File: config.mk
export PLATFORM = sky130hd
export DESIGN_NAME = lrsc_monitor
export DESIGN_NICKNAME = d
export VERILOG_FILES = /design/src/rtl/lrsc_monitor.sv
export SDC_FILE = /design/constraint.sdc
export NUM_CORES = 1
export LEC_CHECK = 0
export ABC_AREA = 1
export BUFFER_PORTS_ARGS = -buffer_cell sky130_fd_sc_hd__buf_2
export CAP_MARGIN = 20
export CELL_PAD_IN_SITES_DETAIL_PLACEMENT = 1
export CELL_PAD_IN_SITES_GLOBAL_PLACEMENT = 2
export CORE_UTILIZATION = 27
export DETAILED_ROUTE_END_ITERATION = 12
export HOLD_SLACK_MARGIN = 0.02
export PLACE_DENSITY = 0.8
export SKIP_LAST_GASP = 1
export SLEW_MARGIN = 20
export SYNTH_ARGS = -nofsm -noshare
export SYNTH_HDL_FRONTEND = slang
export SYNTH_SLANG_ARGS = --single-unit
File: constraint.sdc
create_clock -name clk -period 2 [get_ports clk]
set_clock_uncertainty 0.15 [all_clocks]
set_input_delay 0.1 -clock clk [delete_from_list [all_inputs] [get_ports clk]]
set_output_delay 0.1 -clock clk [all_outputs]
set_load 0.005 [all_outputs]
File: src/rtl/lrsc_monitor.sv
module lrsc_monitor #(
  parameter int AW = 64,
  parameter int DW = 64,
  parameter int NW = 32
) (
  input  logic          clk,
  input  logic          rst_n,
  input  logic          req_valid,
  input  logic          req_store,
  input  logic          req_dword,
  input  logic          mode64,
  input  logic [AW-1:0] addr,
  input  logic [DW-1:0] wdata,
  input  logic          so_in,
  input  logic          snoop_inv,
  output logic          resv_valid,
  output logic          align_fault,
  output logic          mem_rd_en,
  output logic          mem_wr_en,
  output logic          mem_dword,
  output logic [AW-1:0] mem_addr,
  output logic [DW-1:0] mem_wdata,
  output logic          cond_valid,
  output logic [3:0]    cond_field
);
  localparam int HW = AW - NW;

  logic [AW-1:0] resv_addr;

  wire          aligned = (addr[1:0] == 2'b00);
  wire [AW-1:0] eff     = mode64 ? addr : {{HW{1'b0}}, addr[NW-1:0]};
  wire          match   = mode64 ? (resv_addr == addr)
                                 : (resv_addr[NW-1:0] == addr[NW-1:0]);
  wire          do_load = req_valid & aligned & ~req_store;
  wire          do_sc   = req_valid & aligned &  req_store;
  wire          sc_ok   = do_sc & resv_valid & ~snoop_inv & match;
  wire          issue   = do_load | sc_ok;

  always_ff @(posedge clk) begin
    if (!rst_n) begin
      resv_valid  <= 1'b0;
      resv_addr   <= '0;
      align_fault <= 1'b0;
      mem_rd_en   <= 1'b0;
      mem_wr_en   <= 1'b0;
      mem_dword   <= 1'b0;
      mem_addr    <= '0;
      mem_wdata   <= '0;
      cond_valid  <= 1'b0;
      cond_field  <= '0;
    end else begin
      align_fault <= req_valid & ~aligned;
      mem_rd_en   <= do_load;
      mem_wr_en   <= sc_ok;
      mem_dword   <= issue & req_dword;
      mem_addr    <= issue ? eff : '0;
      mem_wdata   <= sc_ok ? wdata : '0;
      cond_valid  <= do_sc;
      cond_field  <= do_sc ? {2'b00, sc_ok, so_in} : 4'b0000;
      if (do_load) begin
        resv_valid <= 1'b1;
        resv_addr  <= eff;
      end else if (do_sc | snoop_inv) begin
        resv_valid <= 1'b0;
      end
    end
  end
endmodule

======== Word level (Yosys, flattened, before mapping) ========
Index checks and enable logic that the tools add are counted.
word-level totals
  bits in registers ....................... 202
  input port bits ......................... 136
  output and inout bits ................... 138
  logic and storage cells ................. 35
operators by class
  equality and inequality tests ........... 2
  muxes and demuxes ....................... 4
  bitwise gates (word level) .............. 13
  reduce and logical (&&, ||, !) cells .... 5
operators with widths
  kind                 number
  64-bit == test       1
  64-bit 2-to-1 mux    1
  32-bit == test       1
  1-bit AND            8
  2-bit AND reduction  3
  1-bit 2-to-1 mux     3
  1-bit inverter       3
  2-bit zero test      1
  1-bit bitwise OR     2
  2-bit nonzero test   1

======== Depth between registers and ports, before layout ========
Gate-level depths: netlist (run 1).
  depth after elaboration ................. 8
  mapped depth ............................ 13
  depth with buffers taken out ............ 11

======== Worst setup path before layout (run 1) ========
OpenSTA, ideal clock, no wires.
  path type ............................... flip-flop to flip-flop
  start point ............................. register resv_addr[13]
  end point ............................... register mem_addr[33]
  library setup time ...................... 0.066 ns
  arrival ................................. 1.278 ns
  data required time ...................... 1.784 ns
  setup slack ............................. 0.505 ns
  stages on the path, launching flop included .. 13
  path buffers ............................ 2
  period minus slack after synthesis ...... 1.495 ns
  cells stage by stage .................... dfxtp_1 -> inv_1 -> nand2_1 -> o21ai_0 -> nor2_1 -> nand2_1 -> nor2_1 -> nand3_1 -> nor2_1 -> nand2_1 -> buf_6 -> buf_6 -> a21oi_2
on the way
  cells in the longest elaborated chain, start to end .. 5
  elaborated cells on any way between the ends .. 6
  those cells by class .................... eq/ne: 2; mux: 1; bitwise: 2; reduce/logical: 1
RTL lines
  what                                              line    RTL
  from (decl)                                       28      logic [AW-1:0] resv_addr;
  from (signal assigned)                            42      resv_addr <= '0;
  from (signal assigned)                            62      resv_addr <= eff;
  64-bit == test or 32-bit == test (tied branches)  32, 33
  1-bit 2-to-1 mux *                                32      wire match = mode64 ? (resv_addr == addr)
  1-bit AND *                                       36      wire sc_ok = do_sc & resv_valid & ~snoop_inv & match;
  1-bit bitwise OR *                                37      wire issue = do_load | sc_ok;
  2-bit AND reduction (no line) *                   n/a
  to (signal assigned)                              56      mem_addr <= issue ? eff : '0;
  to (decl)                                         21      output logic [AW-1:0] mem_addr,
Every way passes the cells marked *; elsewhere a longest branch is shown, timed or not.
A chain may end at the register's enable or synchronous reset.

======== Worst setup path after layout (run 1) ========
  start point ............................. register resv_addr[29]
  end point ............................... register mem_addr[37]
The elaborated chain is that of the path after synthesis.

==> flow_metrics.py, run 1 <==
metrics = {
    "layout": {
        "layout_commonest_cell": "buf_2",
        "antennaDiodeCount": 0,
        "drive_gt1_frac": 0.315,
        "synthToLayoutAreaGrowth_pct": 58.3,
        "final_cell_mix": "271 x buf_2, 193 x dfxtp_1, 147 x dlygate4sd3_1, 135 x nand2_1, 130 x inv_1",
        "post-route-util": 0.437,
        "final_cells": 1632,
        "nets": 1420,
    },
    "clock_tree": {
        "root_buffer": "clkbuf_16",
        "cts_tree": "yes",
        "clock_sinks": 200,
        "clock_latency_ns": 0.43,
        "cts_made_buffers": 17,
        "clockBufferDepth": 2,
        "htree_levels": 4,
        "clk_pin_slew_ns": 0.08,
    },
    "synthesis": {
        "ys_ff_latch": 200,
        "syn_inst": 861,
        "synth-simple-area-share": 0.137,
        "ys_types": 21,
        "synth_seq_area_share": 0.557,
        "netlist_top_cells_area": "dfxtp_1 56%, nand2_1 7.3%, inv_1 7.0%",
        "synth_fa_ha_area_frac": 0,
        "synth_top_family_by_area": "compound AO/OA/AOI/OAI gates",
        "synth-compound-area-share": 0.158,
        "netlist_area_sq_um": 7190,
        "ys_warn_count": 0,
        "synth_area_per_cell_sq_um": 8.35,
        "synth_top_cell_by_area": "dfxtp_1",
        "synthMuxAreaShare": 0,
        "synth_xor_area_frac": 0.0402,
        "synth_top_area_frac": 0.557,
    },
    "floorplanning": {
        "start_util": 0.276,
        "row_count": 59,
        "chipWidth_um": 165,
        "fp.dieH_um": 165,
        "io-pin-count": 274,
        "coreArea_sq_um": 26100,
        "die-area_sq_um": 27300,
    },
    "global_route": {
        "grt_max_degree": 120,
        "grt_usage": 0.176,
        "first_global_vias": 7253,
        "antenna_found_initial": 1,
        "grt_pass1_wl_mm": 36.9,
        "grt-ovfl-total": 0,
    },
    "sta": {
        "fin_crit_ns": 1.98,
        "fin_crit_sh": 0.989,
        "rsz0062_at_grt": "yes",
        "finalHoldViolCount": 0,
        "tns_ns": 0,
        "slew_viol_final": 0,
        "setup_violations": 0,
        "max_freq_mhz": 506,
    },
    "power": {
        "power_frac_clock": 0.434,
        "p_int_mw": 6.42,
        "swShare": 0.252,
        "p_per_area_nw_per_um2": 754,
        "leakagePower_nw": 5.58,
        "vdd_drop_max_mv": 0.367,
        "p_seq_frac": 0.474,
        "combPwrFrac": 0.093,
        "p_switching_mw": 2.16,
        "total_power_mw": 8.58,
    },
    "worst_setup_path": {
        "arrival_ns": 2.18,
        "end_kind": "flop",
        "crit_type": "flop to flop",
        "crit_fanout": 9,
        "worst_ep_required_time_ns": 2.21,
        "startpoint_type": "flop",
    },
    "place": {
        "portBuffers": 271,
        "dp_cells": 1438,
        "place_congestion": 0.715,
        "dp_hpwl_mm": 15.2,
    },
    "hold_path": {
        "hold_path.class": "primary input to flop",
    },
    "route": {
        "ant_nets": 0,
        "first_iter_violations": 265,
        "viasPerCell": 4.26,
        "drt_wl_total_mm": 25.1,
        "vias": 6959,
        "drcViolationCount": 0,
        "drt-pass1-iter-count": 4,
        "routedWlPerCell_um": 15.4,
    },
    "flow_run": {
        "maxCapViolations": 0,
    },
    "status": {
        "status": "complete, no violations",
    },
}
-- metrics by stage --
| stage | instance area [sq um] | hold slack (ns) | setup slack, ns |
|---|---|---|---|
| 5_1_grt | 11400 | 0.0397 | -0.0496 |
| 3_5_place_dp | 8910 | 0.170 | -0.0326 |
| 4_1_cts | 11000 | 0.0390 | 0.0121 |
| 2_1_floorplan | 7200 | 0.0592 | 0.505 |
| 6_report | 11400 | 0.00844 | 0.0230 |
| 3_3_place_gp | 8910 | 0.160 | -0.0594 |
-- area by class of cell --
cell class              instances  area (sq um)
multi-input cells             482          2510
clock buffers                  18           439
inverters                     137           517
well taps                     335           419
flip-flops and latches        200          4010
repair buffers                446          3280
clock inverters                14           198
fillers                      3130         14700
-- synth_stat cells --
cell type / number
dfxtp_1: 200
nand2_1: 139
inv_1: 134
nor2_1: 97
a21oi_1: 75
o21ai_0: 65
a21oi_2: 50
xnor2_1: 26
clkbuf_1: 18
buf_2: 15
nand3_1: 10
buf_6: 7
xor2_1: 7
buf_1: 3
buf_4: 3
inv_2: 3
nand4_1: 3
nor2_2: 2
nor3_1: 2
and3_1: 1
conb_1: 1
-- layer usage --
layer | track usage | wire length [um]
met5 | 0 | 10
met4 | 0.0538 | 410
met3 | 0.0537 | 1560
met2 | 0.301 | 12600
met1 | 0.211 | 10600
-- registers in the layout, summed over array words and instances, names as in the netlist --
register     count
mem_rd_en        1
mem_wdata       64
mem_dword        1
resv_valid       1
resv_addr       64
cond_field       2
mem_wr_en        1
cond_valid       1
align_fault      1
mem_addr        64
-- critical path: stages (launching register included) --
cell	delay (ns)
dfxtp_1	0.34
nand2_2	0.09
o21ai_0	0.08
nor2_1	0.19
nand2_1	0.08
nor2_1	0.10
nand3_1	0.12
nor2_4	0.23
nand2_8	0.17
buf_12	0.20
a21oi_1	0.15
-- power groups by stage --
stage	clock (mW)	sequential [mW]	combinational, mW
after floorplan	0	4.15	0.280
after global placement	0	4.16	0.537
after detailed placement	0	4.16	0.545
after CTS	3.85	4.06	0.777
after global routing	4.01	4.07	0.883
final	3.72	4.07	0.794
-- path summary, 6_finish.rpt --
| path | startpoint | endpoint | slack (ns) | cells after the start |
|---|---|---|---|---|
| worst max register to register | resv_addr[29] | mem_addr[37] | 0.02 | 10 |
| worst max-delay path | resv_addr[29] | mem_addr[37] | 0.02 | 10 |
| worst min-delay path | addr[30] | mem_addr[30] | 0.008 | 4 |
| worst min register to register | resv_addr[0] | resv_addr[0] | 0.33 | 2 |
-- cell families after synthesis --
group           Yosys count
simple gates            254
flops                   200
compound gates          190
buf+inv                 183
xor+xnor                 33
other cells               1
-- timing repair --
action / 4_1_cts / 5_1_grt
resized for setup: 3 / 33
hold endpoints to repair: 194 / 0
buffers inserted: 0 / 4
hold buffers: 148 / 0
cloned: 0 / 10
pin swaps: 1 / 12
endpoints found under the setup margin: 29 / 122
Note: power is estimated with default switching activity, not from simulation.
==> run 2: changes to the inputs <==
--- a/config.mk
+++ b/config.mk
@@ -14,7 +14,7 @@
 export DETAILED_ROUTE_END_ITERATION = 12
 export HOLD_SLACK_MARGIN = 0.02
 export PLACE_DENSITY = 0.8
-export SKIP_LAST_GASP = 1
+export RECOVER_POWER = 25
 export SLEW_MARGIN = 20
 export SYNTH_ARGS = -nofsm -noshare
 export SYNTH_HDL_FRONTEND = slang
==> flow_metrics.py, run 2 (synthesized netlist as in run 1, its figures left out) <==
metrics = {
    "hold_path": {
        "holdPathStages": 4,
        "hold_path.class": "primary input to flop",
        "min_from": "addr[30]",
    },
    "route": {
        "drt_wl_total_mm": 25.1,
        "vias": 6956,
        "drcViolationCount": 0,
        "routedWlPerCell_um": 15.4,
        "drt-pass1-iter-count": 4,
        "first_iter_violations": 282,
        "ant_nets": 0,
        "viasPerCell": 4.26,
    },
    "worst_setup_path": {
        "r2r_slack_ns": 0.03,
        "ff2ff_path_depth": 10,
        "arrival_ns": 2.17,
        "r2r-start": "resv_addr[29]",
        "worst_ep_required_time_ns": 2.21,
        "end_kind": "flop",
        "crit_type": "flop to flop",
        "timing.rr.end": "mem_addr[37]",
        "cp-startpoint": "resv_addr[29]",
        "crit_fanout": 9,
        "critPathCapture": "mem_addr[37]",
        "startpoint_type": "flop",
    },
    "power": {
        "vdd_drop_max_mv": 0.367,
        "p_per_area_nw_per_um2": 758,
        "leakagePower_nw": 5.36,
        "total_power_mw": 8.58,
    },
    "clock_tree": {
        "clk_pin_slew_ns": 0.08,
        "cts_tree": "yes",
        "clock_sinks": 200,
        "root_buffer": "clkbuf_16",
        "htree_levels": 4,
        "clock_latency_ns": 0.43,
        "clockBufferDepth": 2,
        "cts_made_buffers": 17,
    },
    "place": {
        "place_area_sq_um": 8910,
        "dp_cells": 1438,
        "portBuffers": 271,
        "dp_hpwl_mm": 15.2,
        "place_congestion": 0.715,
    },
    "global_route": {
        "grt_pass1_wl_mm": 36.9,
        "antenna_found_initial": 1,
        "grt-ovfl-total": 0,
        "first_global_vias": 7253,
        "grt_usage": 0.176,
        "grt_max_degree": 120,
    },
    "layout": {
        "reg_top3": "mem_addr x64, mem_wdata x64, resv_addr x64",
        "finalInstanceArea_sq_um": 11300,
        "final_cell_mix": "221 x buf_2, 193 x dfxtp_1, 147 x dlygate4sd3_1, 135 x nand2_1, 130 x inv_1",
        "post-route-util": 0.434,
        "final_cells": 1632,
        "synthToLayoutAreaGrowth_pct": 57.5,
        "antennaDiodeCount": 0,
        "drive_gt1_frac": 0.278,
        "layout_commonest_cell": "buf_2",
        "nets": 1420,
    },
    "floorplanning": {
        "fp.dieH_um": 165,
        "chipWidth_um": 165,
        "start_util": 0.276,
        "coreArea_sq_um": 26100,
        "die-area_sq_um": 27300,
        "io-pin-count": 274,
        "row_count": 59,
    },
    "sta": {
        "setup_violations": 0,
        "finalHoldViolCount": 0,
        "max_freq_mhz": 509,
        "slew_viol_final": 0,
        "whs_ns": 0.00866,
        "fin_crit_sh": 0.983,
        "rsz0062_at_grt": "yes",
        "fin_crit_ns": 1.97,
    },
    "status": {
        "status": "complete, no violations",
    },
    "flow_run": {
        "maxCapViolations": 0,
    },
}
-- run 2: final cells by class --
class                   instances  area [sq um]
inverters                     137           517
clock inverters                14           198
flip-flops and latches        200          4010
fillers                      3149         14700
clock buffers                  18           439
well taps                     335           419
multi-input cells             482          2510
repair buffers                446          3220
-- run 2: repair_timing --
action / 4_1_cts / 5_1_grt
hold buffers: 148 / 0
pin swaps: 1 / 12
setup endpoints to repair: 29 / 122
setup buffers: 0 / 4
resized for setup: 3 / 34
cloned: 0 / 10
hold endpoints to repair: 194 / 0
-- run 2: worst max-delay path: stages (launching register included) --
cell and delay [ns]:
dfxtp_1 0.33, nand2_2 0.09, o21ai_0 0.08, nor2_1 0.18, nand2_1 0.08, nor2_1 0.10, nand3_1 0.12, nor2_4 0.23
nand2_8 0.17, buf_12 0.20, a21oi_1 0.14
-- run 2: per-stage QoR --
| stage | TNS [ns] | setup slack [ns] |
|---|---|---|
| after CTS | 0 | 0.0121 |
| after global routing | -1.85 | -0.0496 |
| after detailed placement | -0.0532 | -0.0326 |
| after floorplan | 0 | 0.505 |
| after global placement | -0.194 | -0.0594 |
| final | 0 | 0.0347 |
-- run 2: how the worst min path moves through the flow --
stage                     to  slack, ns
2_1_floorplan      mem_dword       0.06
3_3_place_gp   mem_wdata[11]       0.16
3_5_place_dp       mem_dword       0.17
4_1_cts           resv_valid       0.04
5_1_grt         mem_addr[30]       0.04
6_report        mem_addr[30]      0.009
-- run 2: routing by layer --
metal / up-vias / share of wire / track usage
met5: - / 0.00040 / 0
met4: 2 / 0.016 / 0.0538
met3: 25 / 0.061 / 0.0537
met2: 195 / 0.50 / 0.301
met1: 3254 / 0.42 / 0.211
li1: 3480 / - / -
-- run 2: report_power, final --
part	internal (mW)	switching [mW]	leakage, nW
combinational	0.422	0.371	3.43
clock	1.96	1.76	0.310
sequential	4.04	0.0312	1.62
total	6.42	2.16	5.36
==> run 3: changes to the inputs <==
--- a/config.mk
+++ b/config.mk
@@ -10,11 +10,13 @@
 export CAP_MARGIN = 20
 export CELL_PAD_IN_SITES_DETAIL_PLACEMENT = 1
 export CELL_PAD_IN_SITES_GLOBAL_PLACEMENT = 2
-export CORE_UTILIZATION = 27
+export CORE_UTILIZATION = 28
+export CTS_BUF_LIST = sky130_fd_sc_hd__clkbuf_4
 export DETAILED_ROUTE_END_ITERATION = 12
 export HOLD_SLACK_MARGIN = 0.02
-export PLACE_DENSITY = 0.8
+export PLACE_DENSITY = 0.82
 export RECOVER_POWER = 25
+export SETUP_SLACK_MARGIN = 0.05
 export SLEW_MARGIN = 20
 export SYNTH_ARGS = -nofsm -noshare
 export SYNTH_HDL_FRONTEND = slang
==> flow_metrics.py, run 3 (synthesized netlist as in run 1, its figures left out) <==
metrics = {
    "global_route": {
        "grt_pass1_wl_mm": 38.4,
        "antenna_found_initial": 2,
        "grt-ovfl-total": 0,
        "grt_usage": 0.189,
        "first_global_vias": 7527,
        "grt_max_degree": 120,
    },
    "clock_tree": {
        "cts_made_buffers": 17,
        "clock_latency_ns": 0.59,
        "htree_levels": 4,
        "cts_tree": "yes",
        "cts_setup_buffers": 0,
        "clockBufferDepth": 2,
        "clk_pin_slew_ns": 0.19,
        "clock_sinks": 200,
        "root_buffer": "clkbuf_4",
    },
    "floorplanning": {
        "coreArea_sq_um": 25200,
        "row_count": 58,
        "chipWidth_um": 162,
        "fp.dieH_um": 162,
        "start_util": 0.285,
        "io-pin-count": 274,
        "die-area_sq_um": 26300,
    },
    "worst_setup_path": {
        "startpoint_type": "flop",
        "crit_type": "flop to flop",
        "arrival_ns": 2.27,
        "end_kind": "flop",
        "critPathMaxStageDelay_ns": 0.36,
        "path_cells": "xor2_1 > nor2_2 > nand2_1 > nor2_1 > nand3_1 > nor2_4 > nand2_8 > buf_12 > a21oi_1",
        "ff2ff_path_depth": 9,
        "crit_fanout": 29,
        "worst_ep_required_time_ns": 2.35,
        "critPathSlowestCell": "dfxtp_1",
    },
    "route": {
        "vias": 7025,
        "drcViolationCount": 0,
        "drt-pass1-iter-count": 6,
        "viasPerCell": 4.29,
        "routedWlPerCell_um": 15.1,
        "drt_wl_total_mm": 24.7,
        "first_iter_violations": 186,
        "ant_nets": 0,
    },
    "sta": {
        "relSlewSlack": 0.370,
        "finalHoldViolCount": 0,
        "fin_crit_ns": 1.92,
        "fin_crit_sh": 0.959,
        "setup_violations": 0,
        "rsz0062_at_grt": "yes",
        "tightest_slew_ns": 0.941,
        "whs_ns": 0.0907,
        "slew_viol_final": 0,
        "max_freq_mhz": 521,
        "tns_ns": 0,
    },
    "layout": {
        "reg_top3": "mem_addr x64, mem_wdata x64, resv_addr x64",
        "nets": 1427,
        "seqCellArea_sq_um": 4020,
        "post-route-util": 0.438,
        "multi_input_area_sq_um": 2570,
        "fillerInstances": 3059,
        "final_cell_mix": "226 x buf_2, 191 x dfxtp_1, 169 x dlygate4sd3_1, 134 x nand2_1, 132 x inv_1",
        "drive_gt1_frac": 0.278,
        "synthToLayoutAreaGrowth_pct": 53.3,
        "layout_commonest_cell": "buf_2",
    },
    "power": {
        "p_per_area_nw_per_um2": 642,
        "leakagePower_nw": 5.17,
        "vdd_drop_max_mv": 0.378,
    },
    "place": {
        "place_congestion": 0.711,
        "portBuffers": 271,
        "dp_hpwl_mm": 14.8,
    },
    "status": {
        "status": "complete, no violations",
    },
    "hold_path": {
        "hold_path.class": "primary input to flop",
        "holdPathStages": 4,
    },
    "flow_run": {
        "maxCapViolations": 0,
    },
}
-- run 3: layout make-up --
class | count | area share
flip-flops and latches | 200 | 0.364
repair buffers | 454 | 0.294
multi-input cells | 481 | 0.233
inverters | 137 | 0.0468
well taps | 330 | 0.0375
clock buffers | 18 | 0.0123
clock inverters | 14 | 0.0121
diodes | 2 | 0.000454
-- run 3: final timing paths --
path                                    start            end  slack [ns]
worst max-delay path            resv_addr[26]      mem_dword        0.08
worst min-delay path                wdata[26]  mem_wdata[26]        0.09
worst max register to register  resv_addr[26]      mem_dword        0.08
worst min register to register  resv_addr[40]  resv_addr[40]        0.34
-- run 3: repair_timing --
action | 4_1_cts | 5_1_grt
pin swaps | 0 | 21
hold endpoints to repair | 196 | 0
cloned | 1 | 1
resized for setup | 4 | 44
hold buffers | 170 | 0
setup endpoints to repair | 1 | 127
-- run 3: routing by layer --
metal  wire [um]  GRT usage
met1       10700      0.223
met2       12400      0.334
met3        1420     0.0488
met4         269     0.0557
met5           0          0
-- run 3: critical path: cells and delay by family (launching register included) --
family	cells	cell delay (ns)
compound gates	1	0.15
xor+xnor	1	0.17
buf+inv	1	0.19
flops	1	0.36
simple gates	6	0.79
-- run 3: power by group --
group          internal [mW]  switching, mW
clock                  0.570           1.60
combinational          0.444          0.383
sequential              4.05         0.0313
total                   5.06           2.01
-- run 3: metrics by stage --
| step | worst slack [ns] | instance area, sq um | instances | power [mW] |
|---|---|---|---|---|
| final | 0.0813 | 11000 | 1636 | 7.07 |
| after floorplan | 0.505 | 7200 | 864 | 4.43 |
| after global routing | -0.0367 | 11000 | 1636 | 7.43 |
| after detailed placement | 0.0967 | 8880 | 1430 | 4.70 |
| after global placement | 0.127 | 8880 | 1430 | 4.69 |
| after CTS | 0.0593 | 10900 | 1633 | 7.17 |
